`src/rtl/atk_pkg.sv`:
```
package atk_pkg;
  localparam int NDIG       = 6;
  localparam int DIG_STRIDE = 4;
  localparam int TIME_W     = 22;
  localparam int CAL_W      = 24;
  localparam int MASK_W     = NDIG;
  localparam int SEL_W      = 3;
  localparam int NSRC       = 2;
  localparam int SRC_ALARM  = 0;
  localparam int SRC_TICK   = 1;
  localparam int HOUR_LO    = 4;

  typedef enum logic [2:0] {
    RA_ALM_TIME = 3'd0,
    RA_ALM_CAL  = 3'd1,
    RA_TMASK    = 3'd2,
    RA_CMASK    = 3'd3,
    RA_TICK_SEL = 3'd4,
    RA_IRQ_EN   = 3'd5,
    RA_STATUS   = 3'd6
  } reg_addr_e;

  // width of time digit i (units/tens for sec, min, hour)
  function automatic int time_dig_w(input int i);
    case (i)
      1, 3:    return 3;
      5:       return 2;
      default: return 4;
    endcase
  endfunction

  // width of calendar digit i (units/tens for day, month, year)
  function automatic int cal_dig_w(input int i);
    case (i)
      1:       return 2;
      3:       return 1;
      default: return 4;
    endcase
  endfunction
endpackage

```
`src/rtl/alarm_match.sv`:
```
module alarm_match import atk_pkg::*; (
  input  logic              clk,
  input  logic              rst_n,
  input  logic              hour24,
  input  logic [TIME_W-1:0] cur_time,
  input  logic [CAL_W-1:0]  cur_cal,
  input  logic [TIME_W-1:0] alm_time,
  input  logic [CAL_W-1:0]  alm_cal,
  input  logic [MASK_W-1:0] tmask,
  input  logic [MASK_W-1:0] cmask,
  output logic              alarm_evt
);
  logic [MASK_W-1:0] tmask_eff;
  logic [NDIG-1:0]   t_hit, c_hit;
  logic              match, match_q;

  // hour masks only honoured in 24-hour mode
  always_comb begin
    tmask_eff = tmask;
    if (!hour24) tmask_eff[MASK_W-1:HOUR_LO] = '0;
  end

  for (genvar g = 0; g < NDIG; g++) begin : g_dig
    localparam int OFF = g * DIG_STRIDE;
    localparam int TWD = time_dig_w(g);
    localparam int CWD = cal_dig_w(g);
    assign t_hit[g] = tmask_eff[g] | (cur_time[OFF +: TWD] == alm_time[OFF +: TWD]);
    assign c_hit[g] = cmask[g]     | (cur_cal[OFF +: CWD]  == alm_cal[OFF +: CWD]);
  end

  assign match = (&t_hit) & (&c_hit);

  always_ff @(posedge clk) begin
    if (!rst_n) match_q <= 1'b0;
    else        match_q <= match;
  end

  assign alarm_evt = match & ~match_q;

  // an event marks the start of a match, so two in a row cannot occur
  a_r5_single_edge: assert property (@(posedge clk) disable iff (!rst_n)
    alarm_evt |=> !alarm_evt);
endmodule

```
`src/rtl/tick_gen.sv`:
```
module tick_gen import atk_pkg::*; #(
  parameter int CLK_HZ = 32768
) (
  input  logic             clk,
  input  logic             rst_n,
  input  logic             ce,
  input  logic             restart,
  input  logic [SEL_W-1:0] sel,
  output logic             tick_evt
);
  localparam int CNT_W = $clog2(CLK_HZ);

  logic [CNT_W-1:0] cnt, lim;

  assign lim      = CNT_W'((CLK_HZ >> sel) - 1);
  assign tick_evt = ce & ~restart & (cnt >= lim);

  always_ff @(posedge clk) begin
    if (!rst_n || restart) cnt <= '0;
    else if (ce) begin
      if (cnt >= lim) cnt <= '0;
      else            cnt <= cnt + 1'b1;
    end
  end

  // no tick on the restart cycle, and the count is back to zero after it
  a_r7_restart_clears: assert property (@(posedge clk) disable iff (!rst_n)
    restart |-> (!tick_evt ##1 (cnt == '0)));
  // shortest period spans many enables, so ticks never come back to back
  a_r6_tick_spacing: assert property (@(posedge clk) disable iff (!rst_n)
    tick_evt |=> !tick_evt);
endmodule

```
`src/rtl/irq_status.sv`:
```
module irq_status import atk_pkg::*; (
  input  logic            clk,
  input  logic            rst_n,
  input  logic [NSRC-1:0] evt,
  input  logic [NSRC-1:0] clr,
  input  logic [NSRC-1:0] en,
  output logic [NSRC-1:0] flag,
  output logic            irq
);
  for (genvar s = 0; s < NSRC; s++) begin : g_src
    always_ff @(posedge clk) begin
      if (!rst_n)      flag[s] <= 1'b0;
      else if (evt[s]) flag[s] <= 1'b1;
      else if (clr[s]) flag[s] <= 1'b0;
    end
  end

  assign irq = |(flag & en);

  // a set event always leaves its flag set, even with a clear pending
  a_r9_set_wins: assert property (@(posedge clk) disable iff (!rst_n)
    evt[SRC_ALARM] |=> flag[SRC_ALARM]);
  // a clear without a competing event drops the flag
  a_r8_w1c: assert property (@(posedge clk) disable iff (!rst_n)
    (clr[SRC_TICK] && !evt[SRC_TICK]) |=> !flag[SRC_TICK]);
  // the request line needs a pending flag
  a_r10_irq_needs_flag: assert property (@(posedge clk) disable iff (!rst_n)
    irq |-> (flag != '0));
endmodule

```
`src/rtl/alarm_tick_irq.sv`:
```
module alarm_tick_irq import atk_pkg::*; #(
  parameter int CLK_HZ = 32768,
  parameter int DATA_W = 24,
  parameter int ADDR_W = 3
) (
  input  logic              clk,
  input  logic              rst_n,
  input  logic              ce_32k,
  input  logic              hour24,
  input  logic [TIME_W-1:0] cur_time,
  input  logic [CAL_W-1:0]  cur_cal,
  input  logic              wr_en,
  input  logic [ADDR_W-1:0] wr_addr,
  input  logic [DATA_W-1:0] wr_data,
  output logic              irq_wake,
  output logic [NSRC-1:0]   status
);
  logic [TIME_W-1:0] alm_time;
  logic [CAL_W-1:0]  alm_cal;
  logic [MASK_W-1:0] tmask, cmask;
  logic [SEL_W-1:0]  tick_sel;
  logic [NSRC-1:0]   irq_en;
  logic              wr_tsel, wr_stat, alarm_evt, tick_evt;
  logic [NSRC-1:0]   clr;

  assign wr_tsel = wr_en && (wr_addr == ADDR_W'(RA_TICK_SEL));
  assign wr_stat = wr_en && (wr_addr == ADDR_W'(RA_STATUS));
  assign clr     = wr_stat ? wr_data[NSRC-1:0] : '0;

  always_ff @(posedge clk) begin
    if (!rst_n) begin
      alm_time <= '0;
      alm_cal  <= '0;
      tmask    <= '0;
      cmask    <= '0;
      tick_sel <= '0;
      irq_en   <= '0;
    end else if (wr_en) begin
      case (wr_addr)
        ADDR_W'(RA_ALM_TIME): alm_time <= wr_data[TIME_W-1:0];
        ADDR_W'(RA_ALM_CAL):  alm_cal  <= wr_data[CAL_W-1:0];
        ADDR_W'(RA_TMASK):    tmask    <= wr_data[MASK_W-1:0];
        ADDR_W'(RA_CMASK):    cmask    <= wr_data[MASK_W-1:0];
        ADDR_W'(RA_TICK_SEL): tick_sel <= wr_data[SEL_W-1:0];
        ADDR_W'(RA_IRQ_EN):   irq_en   <= wr_data[NSRC-1:0];
        default: ;
      endcase
    end
  end

  alarm_match u_match (
    .clk(clk), .rst_n(rst_n), .hour24(hour24),
    .cur_time(cur_time), .cur_cal(cur_cal),
    .alm_time(alm_time), .alm_cal(alm_cal),
    .tmask(tmask), .cmask(cmask), .alarm_evt(alarm_evt)
  );

  tick_gen #(.CLK_HZ(CLK_HZ)) u_tick (
    .clk(clk), .rst_n(rst_n), .ce(ce_32k), .restart(wr_tsel),
    .sel(tick_sel), .tick_evt(tick_evt)
  );

  irq_status u_stat (
    .clk(clk), .rst_n(rst_n), .evt({tick_evt, alarm_evt}),
    .clr(clr), .en(irq_en), .flag(status), .irq(irq_wake)
  );

  // registers hold their reset values on the cycle after reset
  a_r11_reset_clean: assert property (@(posedge clk)
    !rst_n |=> (status == '0 && irq_wake == 1'b0));
endmodule

```
`config.mk`:
```
export PLATFORM = sky130hd
export DESIGN_NAME = alarm_tick_irq
export DESIGN_NICKNAME = d
export VERILOG_FILES = /design/src/rtl/atk_pkg.sv /design/src/rtl/alarm_match.sv /design/src/rtl/tick_gen.sv /design/src/rtl/irq_status.sv /design/src/rtl/alarm_tick_irq.sv
export SDC_FILE = /design/constraint.sdc
export NUM_CORES = 1
export LEC_CHECK = 0
export CAP_MARGIN = 25
export CORE_MARGIN = 2
export CORE_UTILIZATION = 40
export DETAILED_ROUTE_END_ITERATION = 8
export PLACE_DENSITY = 0.66
export SLEW_MARGIN = 10
export SYNTH_ARGS = -nofsm -noshare
export SYNTH_HDL_FRONTEND = slang
export SYNTH_SLANG_ARGS = --single-unit
```
`constraint.sdc`:
```
create_clock -name clk -period 7 [get_ports clk]
set_input_delay 1.4 -clock clk [delete_from_list [all_inputs] [get_ports clk]]
set_output_delay 1.4 -clock clk [all_outputs]
set_load 0.01 [all_outputs]
```
==> results of run 1 <==
path summary, 6_finish.rpt:
check,start,endpoint,slack (ns),depth (start not counted)
worst min register to register,u_match.match_q,u_stat.flag[0],0.42,1
worst max register to register,tick_sel[2],u_tick.cnt[6],4.24,12
worst max-delay path,ce_32k,u_tick.cnt[14],3.99,6
worst min-delay path,u_match.match_q,u_stat.flag[0],0.42,1
flip-flops by register name, indices dropped and copies added, names as in the netlist:
name	cells
irq_en	2
cmask	6
u_tick.cnt	15
alm_time	20
u_stat.flag	2
tmask	6
u_match.match_q	1
alm_cal	19
tick_sel	3
critical path: stages:
cell and delay [ns]:
clkdlybuf4s50_1 0.67, inv_1 0.14, or3_2 0.54, nor3_1 0.27, xnor2_1 0.15, nor3_1 0.06
logic make-up after synthesis:
group	Yosys count	synth area share, %
DFF	74	40.8
and+or+nand+nor	170	21.7
muxes	18	4.96
xor gates and xnor gates	54	13.0
AOI/OAI and AO/OA	68	13.8
buffers and inverters	22	2.62
adders and majority gates	9	3.10
final cells by class:
class	instances	share of cell area [%]
Inverter	4	0.325
Clock inverter	5	1.70
Clock buffer	11	2.84
Tap cell	108	2.92
Multi-Input combinational cell	319	44.5
Sequential cell	74	32.0
Timing Repair Buffer	73	15.7
layer usage:
layer	GRT usage [%]	vias to the layer above
li1	-	1536
met1	22.6	1358
met2	29.2	77
met3	4.57	12
met4	6.85	0
met5	0	-
cells in the final DEF (no fill, tap or decap), types with 13 or more instances in the layout:
master / count
nand2_1: 93
a21boi_0: 40
dfxtp_1: 74
xnor2_1: 41
nor3_1: 21
xor2_1: 13
clkdlybuf4s50_1: 71
nor2b_1: 19
mux2i_1: 18
cells in the mapped netlist, types with 2 or more instances:
| cell type | number |
|---|---|
| nand3_1 | 9 |
| xor2_1 | 13 |
| a41oi_1 | 4 |
| dfxtp_1 | 74 |
| ha_1 | 9 |
| nor3_1 | 22 |
| a21oi_1 | 7 |
| a21o_1 | 4 |
| nand2b_1 | 3 |
| clkbuf_1 | 14 |
| nor4_1 | 2 |
| nand4_1 | 5 |
| xnor2_1 | 41 |
| nor2b_1 | 19 |
| nand2_1 | 93 |
| a21boi_0 | 40 |
| and3_1 | 2 |
| mux2i_1 | 18 |
| inv_1 | 4 |
| a31oi_1 | 3 |
| nor2_1 | 7 |
| o21ai_0 | 2 |
power by group through the flow:
stage / logic (µW) / clock network, µW / registers (µW)
floorplan: 43.6 / 0 / 443
global placement: 97.9 / 0 / 445
detailed placement: 98.7 / 0 / 445
CTS: 99.4 / 363 / 435
global route: 107 / 382 / 436
finish: 98.1 / 354 / 435
per-stage QoR:
stage | util, % | hold WS [ns]
finish | 52.8 | 0.421
global route | 52.8 | 0.479
CTS | 52.8 | 0.426
detailed placement | 50.4 | 0.413
global placement | 50.4 | 0.409
floorplan | - | 0.400
==> flow_metrics.py, run 1 <==
metrics = {
    "run_status": {
        "status": "complete, no violations",
    },
    "logic_synthesis": {
        "ys_seq_area_share_pct": 40.8,
        "synth_edf_count": 0,
        "syn-num-nets": 502,
        "async_flop_share_pct": 0,
        "synthFlopType": "dfxtp_1",
        "syn_area_um2": 3630,
        "synth_largest_area_cell": "dfxtp_1",
        "ys_ff_latch": 74,
        "synth_top_cells_by_area": "dfxtp_1, xnor2_1, nand2_1",
        "synth_warnings": 0,
        "syn_inst": 415,
        "synth_top_area_share_pct": 40.8,
        "synth.distinct_cells": 42,
        "avgSynthCellArea_um2": 8.75,
    },
    "floorplanning": {
        "initial_core_util_pct": 41.4,
        "die_y_um": 99.3,
        "die_area_um2": 9850,
        "core_um2": 8760,
        "ios": 81,
        "row_count": 34,
        "die_w_um": 99.3,
    },
    "cts": {
        "ctsResizeCount": 0,
        "cts_buffers": 9,
        "cts_max_level": 3,
        "clk_latency_ns": 0.35,
        "cts-root-buf": "clkbuf_8",
        "clk_path_buf_depth": 2,
        "ctsHoldBuffers": 0,
        "post_cts_buffers": 0,
        "cts.clk_slew.worst_paths_ns": 0.08,
        "cts_num_sinks": 74,
        "cts_tree": "done",
    },
    "global_routing": {
        "grt_antenna_before_repair": 0,
        "grt_pass1_wl_um": 13900,
        "grt_pass1_vias": 2891,
        "grt-ovfl-total": 0,
        "grt_max_degree": 61,
        "grtUsageTotal_pct": 17.8,
    },
    "place": {
        "io_buffer_count": 71,
        "dp_slack_ns": 3.65,
        "place_inst": 578,
        "place_area_um2": 4420,
        "gp_congestion": 0.776,
        "dp_hpwl_um": 6250,
    },
    "pwr": {
        "seq_power_share_pct": 49.0,
        "p_sw_uw": 200,
        "ir_drop_v": 0.0000929,
        "p_sw_share_pct": 22.5,
        "p_leak_uw": 0.00167,
        "total_power_uw": 887,
        "combPwrFrac_pct": 11.1,
        "p_int_uw": 687,
        "clkPwrFrac_pct": 39.9,
        "powerDensity_nw_per_um2": 192,
    },
    "sta": {
        "tns_ns": 0,
        "worstMarginPinSlew_ns": 0.777,
        "worst_slack_ns": 3.99,
        "setup_violations": 0,
        "fin_crit_sh_pct": 43.0,
        "rsz0062_at_grt": "no",
        "fin_skew_ns": 0.00829,
        "drv_slew": 0,
        "fmax_mhz": 332,
        "hold_viol": 0,
        "min_period_ns": 3.01,
        "relSlewSlack_pct": 48.1,
    },
    "setup_path": {
        "critical_path_class": "input port to register",
        "endpoint_kind": "register",
        "cp.arrival_ns": 3.23,
        "path_max_fanout": 8,
        "worstPathRequired_ns": 7.22,
        "crit_path_start_kind": "input port",
    },
    "routing": {
        "avgViaCountPerCell": 5.02,
        "drcViolationCount": 0,
        "vias": 2983,
        "met3_wirelength_um": 469,
        "m1WireLength_um": 3980,
        "postRouteAntennaNets": 0,
        "route.met2.wl_um": 3890,
        "wl_per_cell_um": 14.3,
        "totalWireLength_um": 8480,
        "drt_iter0_drc": 134,
        "maxUsedRoutingLayer": "met4",
        "drt_pass1_iterations": 4,
    },
    "cells_and_area": {
        "area_growth_pct": 27.4,
        "nNetsFinal": 568,
        "fin_cells": 594,
        "seq_area_um2": 1480,
        "multi_input_area_um2": 2060,
        "fill_cells": 848,
        "layout-drive-gt1-share_pct": 4.53,
        "antennaDiodeCount": 0,
        "design_area_um2": 4630,
    },
    "run": {
        "maxCapViolations": 0,
    },
    "worst_hold_path": {
        "hold_path.class": "register to register",
    },
}
(Power assumes the default switching activity.)
==> inputs of run 2 (changes only) <==
==> constraint.sdc (replaced) <==
create_clock -name clk -period 2.8 [get_ports clk]
set_input_delay 0.56 -clock clk [delete_from_list [all_inputs] [get_ports clk]]
set_output_delay 0.56 -clock clk [all_outputs]
set_load 0.01 [all_outputs]
==> flow_metrics.py, run 2 (synthesis gave the netlist of run 1 again) <==
metrics = {
    "run_status": {
        "status": "complete, no violations",
    },
    "sta": {
        "worst_slack_ns": 0.187,
        "tns_ns": 0,
        "worstMarginPinSlew_ns": 0.709,
        "drv_slew": 0,
        "min_period_ns": 2.61,
        "fin_crit_sh_pct": 93.3,
        "fmax_mhz": 383,
        "fin_skew_ns": 0.00833,
        "relSlewSlack_pct": 52.6,
        "hold_viol": 0,
        "setup_violations": 0,
    },
    "routing": {
        "avgViaCountPerCell": 5.09,
        "drt_iter0_drc": 122,
        "drcViolationCount": 0,
        "postRouteAntennaNets": 0,
        "vias": 3051,
        "drt_pass1_iterations": 4,
        "totalWireLength_um": 8690,
        "wl_per_cell_um": 14.5,
    },
    "worst_hold_path": {
        "hold_path.class": "register to register",
    },
    "setup_path": {
        "endpoint_kind": "register",
        "crit_family": "compound AO/OA/AOI/OAI gates",
        "worstPathRequired_ns": 3.05,
        "cp_slowest_cell": "dfxtp_1",
        "critical_path_buf_inv_count": 1,
        "cp.arrival_ns": 2.86,
        "critical_path_class": "register to register",
        "path_max_fanout": 15,
        "crit_chain": "nand3_1 > ha_1 > inv_1 > nand2_1 > o21ai_0 > a21oi_1 > ha_1 > a21o_1 > a21o_1 > a21oi_2 > a21oi_4 > nor3_1",
        "crit_path_start_kind": "register",
        "slowest_delay_ns": 0.44,
    },
    "cells_and_area": {
        "layout_commonest_cell": "nand2_1",
        "fill_cells": 830,
        "nNetsFinal": 574,
        "seq_area_um2": 1480,
        "reg_top3": "alm_time: 20 flops, alm_cal: 19 flops, u_tick.cnt: 15 flops",
        "layout-drive-gt1-share_pct": 6.30,
        "largest_register": "alm_time",
        "multi_input_area_um2": 2060,
        "largest_reg_flops": 20,
        "area_growth_pct": 29.7,
        "antennaDiodeCount": 0,
        "final_cell_mix": "nand2_1, dfxtp_1, clkdlybuf4s50_1, xnor2_1, a21boi_0",
    },
    "cts": {
        "clk_path_buf_depth": 2,
        "cts.clk_slew.worst_paths_ns": 0.08,
        "cts_num_sinks": 74,
        "clk_latency_ns": 0.35,
        "cts_buffers": 9,
        "cts_tree": "done",
        "ctsHoldBuffers": 0,
        "cts_max_level": 3,
        "cts-root-buf": "clkbuf_8",
    },
    "place": {
        "dp_hpwl_um": 6510,
        "gp_congestion": 0.844,
        "io_buffer_count": 71,
        "dp_slack_ns": 0.0837,
    },
    "global_routing": {
        "grt_pass1_vias": 3079,
        "grt-ovfl-total": 0,
        "grt_antenna_before_repair": 0,
        "grt_pass1_wl_um": 14500,
        "grt_max_degree": 52,
        "grtUsageTotal_pct": 18.5,
    },
    "floorplanning": {
        "row_count": 34,
        "ios": 81,
        "core_um2": 8760,
        "initial_core_util_pct": 41.4,
        "die_w_um": 99.3,
        "die_y_um": 99.3,
        "die_area_um2": 9850,
    },
    "run": {
        "maxCapViolations": 0,
    },
    "pwr": {
        "p_leak_uw": 0.00171,
        "powerDensity_nw_per_um2": 497,
        "ir_drop_v": 0.000268,
        "total_power_uw": 2340,
    },
}
-- run 2: stage by stage --
step                utilization [%]  instance area (µm²)  instances  hold slack (ns)
floorplan                         -                 3630        415            0.400
global placement               50.9                 4460        584            0.410
detailed placement             50.9                 4460        584            0.418
CTS                            53.7                 4700        600            0.426
global route                   53.7                 4710        600            0.460
finish                         53.7                 4710        600            0.422
-- run 2: cell type report --
type	count	share of cell area, %
Timing Repair Buffer	79	16.4
Clock buffer	10	2.71
Multi-Input combinational cell	319	43.8
Tap cell	108	2.87
Clock inverter	6	2.42
Inverter	4	0.319
Sequential cell	74	31.5
-- run 2: worst reg2reg max path, stage by stage (launching register included) --
cell,delay [ns]
dfxtp_1,0.44
nand3_1,0.14
ha_1,0.26
inv_1,0.10
nand2_1,0.07
o21ai_0,0.15
a21oi_1,0.09
ha_1,0.29
a21o_1,0.18
a21o_1,0.19
a21oi_2,0.22
a21oi_4,0.16
nor3_1,0.23
-- run 2: path summary, 6_finish.rpt --
kind,startpoint,to,slack (ns),cells past startpoint
setup / recovery,tick_sel[0],u_tick.cnt[1],0.19,12
hold / removal,u_match.match_q,u_stat.flag[0],0.42,1
setup reg to reg,tick_sel[0],u_tick.cnt[1],0.19,12
hold reg to reg,u_match.match_q,u_stat.flag[0],0.42,1
-- run 2: metal layers --
layer | wire [µm] | part of all wire (%) | vias to the layer above | GRT usage (%)
met5 | 0 | 0 | - | 0
met4 | 145 | 1.7 | 0 | 6.43
met3 | 475 | 5.5 | 13 | 4.29
met2 | 4070 | 47 | 68 | 31.1
met1 | 4000 | 46 | 1413 | 23.3
li1 | - | - | 1557 | -
-- run 2: what timing repair did --
action,4_1_cts,5_1_grt
setup buffers,0,0
gates resized for setup,0,2
setup endpoints to repair,0,15
-- run 2: where the power goes --
part / switching (µW) / leakage, µW / internal [µW]
sequential: 15.4 / 0.000599 / 1070
clock: 407 / 0.000113 / 595
combinational: 101 / 0.000997 / 149
total: 523 / 0.00171 / 1820
==> inputs of run 3 (changes only) <==
--- a/config.mk
+++ b/config.mk
@@ -6,8 +6,8 @@
 export NUM_CORES = 1
 export LEC_CHECK = 0
 export CAP_MARGIN = 25
-export CORE_MARGIN = 2
 export CORE_UTILIZATION = 40
+export CTS_CLUSTER_DIAMETER = 50
 export DETAILED_ROUTE_END_ITERATION = 8
 export PLACE_DENSITY = 0.66
 export SLEW_MARGIN = 10
==> flow_metrics.py, run 3 (synthesis gave the netlist of run 1 again) <==
metrics = {
    "cells_and_area": {
        "antennaDiodeCount": 0,
        "final_core_utilization_pct": 53.1,
        "fin_cells": 599,
        "nNetsFinal": 573,
        "final_cell_mix": "nand2_1, dfxtp_1, clkdlybuf4s50_1, xnor2_1, a21boi_0",
        "layout_commonest_cell": "nand2_1",
        "largest_register": "alm_time",
        "fill_cells": 861,
        "largest_reg_flops": 20,
        "reg_top3": "alm_time: 20 flops, alm_cal: 19 flops, u_tick.cnt: 15 flops",
        "layout-drive-gt1-share_pct": 6.31,
        "area_growth_pct": 28.2,
    },
    "pwr": {
        "powerDensity_nw_per_um2": 464,
        "total_power_uw": 2160,
        "seq_power_share_pct": 50.4,
        "p_int_uw": 1650,
        "p_sw_share_pct": 23.4,
        "ir_drop_v": 0.000248,
        "p_sw_uw": 504,
        "clkPwrFrac_pct": 38.0,
        "p_leak_uw": 0.00170,
        "combPwrFrac_pct": 11.6,
    },
    "cts": {
        "ctsResizeCount": 0,
        "clk_path_buf_depth": 2,
        "cts.clk_slew.worst_paths_ns": 0.07,
        "cts_buffers": 9,
        "cts_num_sinks": 74,
        "clk_latency_ns": 0.34,
        "ctsHoldBuffers": 0,
        "cts_tree": "done",
        "cts_max_level": 3,
        "post_cts_buffers": 0,
        "cts-root-buf": "clkbuf_8",
    },
    "place": {
        "io_buffer_count": 71,
        "gp_congestion": 0.825,
        "place_inst": 583,
        "dp_hpwl_um": 6310,
    },
    "sta": {
        "worstMarginPinSlew_ns": 0.695,
        "hold_slack_ns": 0.426,
        "setup_violations": 0,
        "tns_ns": 0,
        "fin_skew_ns": 0.00716,
        "hold_viol": 0,
        "fmax_mhz": 391,
        "min_period_ns": 2.55,
        "relSlewSlack_pct": 53.5,
        "drv_slew": 0,
        "fin_crit_sh_pct": 91.2,
        "rsz0062_at_grt": "no",
    },
    "routing": {
        "postRouteAntennaNets": 0,
        "drcViolationCount": 0,
        "drt_pass1_iterations": 5,
        "vias": 3006,
        "totalWireLength_um": 8500,
        "avgViaCountPerCell": 5.02,
        "drt_iter0_drc": 114,
        "wl_per_cell_um": 14.2,
    },
    "global_routing": {
        "grtUsageTotal_pct": 18.9,
        "grt_max_degree": 59,
        "grt_antenna_before_repair": 0,
        "grt_pass1_vias": 2955,
        "grt_pass1_wl_um": 14200,
        "grt-ovfl-total": 0,
    },
    "floorplanning": {
        "die_area_um2": 9460,
        "row_count": 34,
        "ios": 81,
        "core_um2": 8760,
        "die_y_um": 97.3,
        "initial_core_util_pct": 41.4,
        "die_w_um": 97.3,
    },
    "run": {
        "maxCapViolations": 0,
    },
    "worst_hold_path": {
        "hold_path.class": "register to register",
        "min_path_cells": 1,
    },
    "setup_path": {
        "crit_end": "u_tick.cnt[6]",
        "reg2reg_depth": 9,
        "r2r_end": "u_tick.cnt[6]",
        "slowest_delay_ns": 0.41,
        "critical_path_class": "register to register",
        "crit_path_frequent_cell": "ha_1",
        "critical_path.startpoint": "tick_sel[0]",
        "endpoint_kind": "register",
        "r2r_setup_slack_ns": 0.25,
        "crit_path_start_kind": "register",
        "path_max_fanout": 15,
        "crit_chain": "nand3b_1 > ha_1 > xnor2_1 > ha_1 > nand3_1 > or4_1 > a21o_1 > a21oi_4 > nor3_1",
        "cp_slowest_cell": "or4_1",
        "cp.arrival_ns": 2.76,
        "worstPathRequired_ns": 3.00,
        "r2r-start": "tick_sel[0]",
    },
    "run_status": {
        "status": "complete, no violations",
    },
}
==> run 3: changes by cell type in the layout (fill, tap and decap cells not counted), sizes merged <==
cell / previous run / this run
clkbuf: 10 / 11
inv: 5 / 4
clkinvlp: 2 / 0
buf: 8 / 7
bufinv: 3 / 1
clkinv: 0 / 4
==> run 3: per-stage QoR <==
step	setup WS [ns]	cell area [µm²]
after global routing	0.0258	4650
final	0.245	4650
after floorplan	0.173	3630
after CTS	0.0101	4650
after detailed placement	0.0282	4450
after global placement	0.256	4450
==> run 3: area by class of cell <==
class                   count  area (µm²)  share of cell area [%]
multi-input cells         319        2060                    44.3
inverters                   4        15.0                   0.323
flip-flops and latches     74        1480                    31.9
clock buffers              11         141                    3.04
repair buffers             78         763                    16.4
clock inverters             5        53.8                    1.16
well taps                 108         135                    2.90
==> run 3: worst max-delay path: cells and delay by family, from the launching register on <==
family | cells | cell delay, ns
and+or+nand+nor | 4 | 0.78
DFF | 1 | 0.35
AOI/OAI and AO/OA | 2 | 0.59
xor gates and xnor gates | 1 | 0.15
adders and majority gates | 2 | 0.56
==> run 3: power groups by stage <==
stage,Combinational (µW),Sequential (µW),Clock (µW)
after global placement,248,1110,0
after global routing,273,1090,889
after floorplan,109,1110,0
after detailed placement,251,1110,0
final,250,1090,820
after CTS,252,1090,844
==> run 3: worst min path at each step <==
stage	start	to	slack, ns
floorplan	u_match.match_q	u_stat.flag[0]	0.40
global placement	u_match.match_q	u_stat.flag[0]	0.41
detailed placement	u_match.match_q	u_stat.flag[0]	0.41
CTS	u_match.match_q	u_stat.flag[0]	0.43
global route	u_match.match_q	u_stat.flag[0]	0.45
finish	u_match.match_q	u_stat.flag[0]	0.43
==> run 3: routing by layer <==
metal,track usage [%],up-vias,routed length (µm),part of all wire [%]
li1,-,1551,-,-
met1,23.9,1381,4040,48
met2,31.3,64,3890,46
met3,5.40,10,469,5.5
met4,5.77,0,99,1.2
met5,0,-,0,0
